<file path="src/rtl/cnt_pkg.sv">
package cnt_pkg;

    localparam int unsigned STAGE_W = 4;

    typedef enum logic [1:0] {
        ACT_HOLD  = 2'd0,
        ACT_COUNT = 2'd1,
        ACT_LOAD  = 2'd2,
        ACT_CLEAR = 2'd3
    } stage_act_e;

    typedef struct packed {
        logic clr;
        logic load;
        logic en_p;
        logic en_t;
    } stage_ctl_t;

    // Clear beats load, load beats counting, otherwise hold.
    function automatic stage_act_e pick_act(stage_ctl_t c);
        if (c.clr)
            return ACT_CLEAR;
        else if (c.load)
            return ACT_LOAD;
        else if (c.en_p && c.en_t)
            return ACT_COUNT;
        else
            return ACT_HOLD;
    endfunction

endpackage

</file>
<file path="src/rtl/cnt_act_dec.sv">
module cnt_act_dec
    import cnt_pkg::*;
(
    input  stage_ctl_t ctl,
    output stage_act_e act
);
    always_comb begin
        act = pick_act(ctl);
    end
endmodule

</file>
<file path="src/rtl/cnt_stage.sv">
module cnt_stage
    import cnt_pkg::*;
#(
    parameter int unsigned W = STAGE_W
) (
    input  logic         clk,
    input  logic         rst,
    input  stage_ctl_t   ctl,
    input  logic [W-1:0] din,
    output logic [W-1:0] q,
    output logic         carry
);
    localparam logic [W-1:0] TOP_VAL = {W{1'b1}};

    stage_act_e   act;
    logic [W-1:0] q_next;

    cnt_act_dec u_dec (
        .ctl (ctl),
        .act (act)
    );

    always_comb begin
        unique case (act)
            ACT_CLEAR: q_next = '0;
            ACT_LOAD:  q_next = din;
            ACT_COUNT: q_next = q + W'(1);
            default:   q_next = q;
        endcase
    end

    always_ff @(posedge clk) begin
        if (rst)
            q <= '0;
        else
            q <= q_next;
    end

    // Carry gated by the transfer enable so it can ripple through a chain.
    assign carry = (q == TOP_VAL) && ctl.en_t;

endmodule

</file>
<file path="src/rtl/cnt_chain.sv">
module cnt_chain
    import cnt_pkg::*;
#(
    parameter int unsigned STAGES = 2,
    parameter int unsigned W      = STAGE_W
) (
    input  logic                  clk,
    input  logic                  rst,
    input  logic                  clr,
    input  logic                  load,
    input  logic [STAGES*W-1:0]   load_data,
    input  logic                  en_p,
    input  logic                  en_t,
    output logic [STAGES*W-1:0]   count,
    output logic                  carry_out
);
    localparam int unsigned TOTAL_W = STAGES * W;

    logic [STAGES:0] t_link;

    assign t_link[0] = en_t;

    for (genvar i = 0; i < STAGES; i++) begin : g_stage
        stage_ctl_t   ctl;
        logic [W-1:0] q;

        always_comb begin
            ctl.clr  = clr;
            ctl.load = load;
            ctl.en_p = en_p;
            ctl.en_t = t_link[i];
        end

        cnt_stage #(.W(W)) u_stage (
            .clk   (clk),
            .rst   (rst),
            .ctl   (ctl),
            .din   (load_data[i*W +: W]),
            .q     (q),
            .carry (t_link[i+1])
        );

        assign count[i*W +: W] = q;
    end

    assign carry_out = t_link[STAGES];

endmodule

</file>
<file path="config.mk">
export PLATFORM = sky130hd
export DESIGN_NAME = cnt_chain
export DESIGN_NICKNAME = d
export VERILOG_FILES = /design/src/rtl/cnt_pkg.sv /design/src/rtl/cnt_act_dec.sv /design/src/rtl/cnt_stage.sv /design/src/rtl/cnt_chain.sv
export SDC_FILE = /design/constraint.sdc
export NUM_CORES = 1
export LEC_CHECK = 0
export ABC_CLOCK_PERIOD_IN_PS = 2220
export CAP_MARGIN = 20
export CORE_AREA = 5 5 42 44
export DETAILED_ROUTE_END_ITERATION = 10
export DIE_AREA = 0 0 47 49
export PLACE_DENSITY = 0.73
export SLEW_MARGIN = 10
export SYNTH_ARGS = -nofsm -noshare
export SYNTH_HDL_FRONTEND = slang
export SYNTH_SLANG_ARGS = --single-unit
</file>
<file path="constraint.sdc">
create_clock -name clk -period 2.22 [get_ports clk]
set_input_delay 0.444 -clock clk [delete_from_list [all_inputs] [get_ports clk]]
set_output_delay 0.444 -clock clk [all_outputs]
set_load 0.01 [all_outputs]
</file>
# After elaboration in Yosys (flattened, before gate mapping)

Cells that the tools add are included.

Add/subtract/negate cells: 2
Equality and inequality tests: 8
Mux-type cells: 8
Reductions and logical operators: 6

Operators with widths:

| operator            | number |
|---|---|
| $pmux 4 s3          | 2 |
| $add 4x1->4 const B | 2 |
| $eq 2x2->1 const B  | 4 |
| $eq 4x4->1 const B  | 2 |
| $mux 2              | 4 |
| $reduce_bool 3->1   | 2 |
| $eq 2x1->1 const B  | 2 |
| $logic_and 1x1->1   | 4 |
| $mux 1              | 2 |

Flip-flop bits (word level): 8
Bits of input ports: 14
Output and inout port bits: 9
Logic and storage cells: 26

# Logic depth before layout (Yosys ltp)

Gate-level depths: netlist of run 1.

Depth in word-level cells: 8
Depth in mapped cells: 4
Mapped depth without buffers: 4

# By module

A second synthesis of run 1 with hierarchy kept.

Cell total of the unflattened synthesis: 70
Area, all modules: 598.1 um2

By module, submodules not included:

| module      | instances | cells an instance | area each (um2) | sequential area each (um2) |
|---|---|---|---|---|
| cnt_stage   | 2         | 32                | 281.5           | 80.1 |
| cnt_act_dec | 2         | 3                 | 17.5            | 0.0 |

# Worst setup path before layout of run 1

OpenSTA, ideal clock, no wires.

Path type: register to output
Start: register g_stage[0].u_stage.q[0]
End: output carry_out
Arrival: 0.998 ns
Required time: 1.776 ns
Path slack: 0.778 ns
Cell stages (with the launch flop): 4
Path buffers: 0
Path through: dfxtp_1 ha_1 nand4_1 nor2_1

Cells in the longest elaborated chain, start to end: 3

Ends and longest elaborated chain:

| element                         | RTL line        | RTL |
|---|---|---|
| from (decl)                     | cnt_stage.sv:10 | `output logic [W-1:0] q,` |
| from (signal assigned)          | cnt_stage.sv:36 | `q <= q_next;` |
| $eq 4x4->1                      | cnt_stage.sv:40 | `assign carry = (q == TOP_VAL) && ctl.en_t;` |
| $logic_and 1x1->1 (2 in series) | cnt_stage.sv:40 |  |
| to (decl)                       | cnt_chain.sv:15 | `output logic carry_out` |

Every way passes these cells.

# Worst setup path in the final report of run 1

Start: input en_t
End: output carry_out

Cells in the longest elaborated chain, start to end: 2

Ends and longest elaborated chain:

| element                         | RTL line        | RTL |
|---|---|---|
| from (decl)                     | cnt_chain.sv:13 | `input logic en_t,` |
| $logic_and 1x1->1 (2 in series) | cnt_stage.sv:40 |  |

Every way passes these cells.

==> impl_metrics.py, run 1 <==
metrics = {
    "critical_path": {
        "endpoint_kind": "output port",
        "worstPathArrival_ps": 1700,
        "start_kind": "primary input",
        "worstRegToRegCells": 4,
        "reg2reg_slack_ps": 1000,
        "r2r-start": "g_stage[0].u_stage.q[3]",
        "cpMaxStageDelayCell": "clkdlybuf4s50_1",
        "critPathKind": "primary input to output port",
        "reg2reg_to": "g_stage[1].u_stage.q[2]",
        "max_stage_delay_ps": 540,
        "worst_path_most_repeated_cell": "clkdlybuf4s50_1",
        "worstPathRequired_ps": 1780,
        "cp_cell_sequence": "clkdlybuf4s50_1 -> nand3_1 -> nor2_1 -> clkdlybuf4s50_1",
        "path_max_fanout": 4,
    },
    "power": {
        "irDropWorstVdd_uv": 257,
        "p_leak_nw": 0.306,
        "power.density_nw_per_um2": 432,
    },
    "routing": {
        "wl_per_cell_um": 13.1,
        "ant_nets": 0,
        "drtIter0Drc": 21,
        "vias": 555,
        "routed_wl_um": 1300,
        "post-route-drc-count": 0,
        "drtPass1Iterations": 4,
        "via_per_inst": 5.61,
    },
    "place": {
        "io_buffer_count": 22,
        "place_hpwl_um": 1040,
        "gp_congestion": 0.725,
        "dp_cells": 96,
        "post_dp_cell_area_sq_um": 739,
    },
    "timing": {
        "rsz0062_at_grt": "no",
        "fmax_ghz": 0.467,
        "skew_ps": 2.69,
        "worst_pin_slew_ps": 372,
        "period_share_pct": 96.5,
        "period_minus_slack_ps": 2140,
        "setup_violations": 0,
        "finalHoldViolations": 0,
        "holdWs_ps": 559,
        "final-max-slew-violation-count": 0,
        "setup_tns_ps": 0,
        "slew-limit-headroom_pct": 75.1,
    },
    "clocking": {
        "cts_setup_buffers": 0,
        "clk_transition_reported_paths_ps": 60,
        "cts_num_sinks": 8,
        "cts_root_buf": "clkbuf_4",
        "clockBufferDepth": 2,
        "h-tree-depth": 1,
        "cts_tree": "built",
        "clock_latency_ps": 250,
        "cts_buffers": 3,
    },
    "global_routing": {
        "grt_pass1_vias": 552,
        "grt_pass1_wl_um": 2180,
        "track_usage_pct": 12.7,
        "grt-ovfl-total": 0,
        "antenna_found_initial": 0,
        "grt_max_degree": 8,
    },
    "hold_path": {
        "hold_class": "register to register",
        "hold_end": "g_stage[0].u_stage.q[3]",
        "hold_depth": 2,
        "worstHoldStart": "g_stage[0].u_stage.q[3]",
    },
    "cells_and_area": {
        "final_cell_mix": "clkdlybuf4s50_1 (22), nand2_1 (7), dfxtp_1 (6)",
        "final_common_cell": "clkdlybuf4s50_1",
        "largest_reg_flops": 8,
        "fin_area_sq_um": 777,
        "reg.largest.list": "g_stage.u_stage.q: 8 flops",
        "regMostFlops": "g_stage.u_stage.q",
        "nNetsFinal": 101,
        "final_cells": 99,
        "drive_gt1_share_pct": 10.8,
        "postLayoutCoreUtil_pct": 55.4,
        "syn2layout_area_growth_pct": 56.8,
        "num_antenna_cells": 0,
    },
    "synthesis": {
        "syn-num-nets": 74,
        "syn_avg_cell_area_sq_um": 8.54,
        "yosys_warnings": 0,
        "synth_area_sq_um": 495,
        "ys_ff_latch": 8,
        "ys_top_cells_by_area": "dfxtp_1 (32%), nand2_1 (5.3%), ha_1 (5.1%), nand4_1 (5.1%), mux2i_1 (4.0%)",
        "syn_inst": 58,
        "yosys.cell_types.count": 28,
        "yosysSeqAreaShare_pct": 32.3,
        "synth_top_area_share_pct": 32.3,
        "synth_top_area_cell": "dfxtp_1",
    },
    "die": {
        "die_x_um": 47,
        "num_io_pins": 23,
        "rows": 14,
        "fp.dieH_um": 49,
        "die_area_sq_um": 2300,
        "start_util_pct": 35.4,
        "core-area_sq_um": 1400,
    },
    "run": {
        "maxCapViolCount": 0,
    },
    "status": {
        "outcome": "complete, no violations",
    },
}
per-layer routing:
layer	GRT usage (%)	share of wire, %	up-vias
li1	-	-	274
met1	14.5	41	259
met2	20.8	50	20
met3	4.06	8.2	2
met4	5.53	1.2	0
met5	0	0	-
where the power goes:
| group | internal (W) | switching (W) | total, W | leakage, nW |
|---|---|---|---|---|
| registers | 0.000149 | 0.00000723 | 0.000156 | 0.0660 |
| logic | 0.0000420 | 0.0000265 | 0.0000685 | 0.226 |
| clock network | 0.0000619 | 0.0000490 | 0.000111 | 0.0138 |
| total | 0.000253 | 0.0000828 | 0.000335 | 0.306 |
stage by stage:
step	total power, W	setup slack [ps]
after CTS	0.000339	21.4
after floorplan	0.000183	778
after global placement	0.000224	81.4
after detailed placement	0.000226	74.3
final	0.000335	77.5
after global routing	0.000355	9.51
logic make-up after synthesis:
logic type,count (synthesis),share of synthesized area [%]
compound gates,15,21.0
mux,2,4.04
buf+inv,2,1.51
flops,8,32.3
xor+xnor,3,5.30
fa+ha+maj,2,5.05
simple gates,26,30.8
worst max-delay path by stage:
stage,startpoint,endpoint,slack (ps)
finish,en_t,carry_out,80
global route,en_t,carry_out,10
CTS,g_stage[0].u_stage.q[0],carry_out,20
detailed placement,en_t,carry_out,70
global placement,en_t,carry_out,80
floorplan,g_stage[0].u_stage.q[0],carry_out,780
Yosys cell counts:
cell      number
xor2_1         1
a21o_1         1
xnor2_1        2
ha_1           2
dfxtp_1        8
o221ai_1       1
nand3_4        1
and3_4         1
and3_1         1
nand4_1        4
and4b_1        1
nor3_1         3
a21oi_1        3
nor2_1         3
a32o_1         1
nand2b_1       1
a31o_1         1
clkbuf_1       1
a221oi_1       1
and2_1         2
a22oi_1        2
nor2b_1        1
nand2_1        7
nand3_1        1
o211a_1        1
o21ai_0        4
mux2i_1        2
inv_1          1
cell type report:
cell class	instances	area, sq um
sequential	8	163
timing repair buffer	23	228
inverter	1	3.75
fill	137	624
clock buffer	3	22.5
tap	16	20.0
multi-input combinational	48	340
worst max-delay path: cells and delay by family:
family                 cells  cell delay (ps)
buffers and inverters      2             1060
and+or+nand+nor            2              190
what timing repair did:
item / in CTS / in global routing
hold buffers: 0 / 0
resized for setup: 0 / 4
setup endpoints to repair: 0 / 1
(Power assumes the default switching activity.)
==> run 2: changes to the inputs <==
GPL_ROUTABILITY_DRIVEN = 1   (was not set)
==> results of run 2 <==
The final DEF is identical to that of run 1; final timing and power are the same.
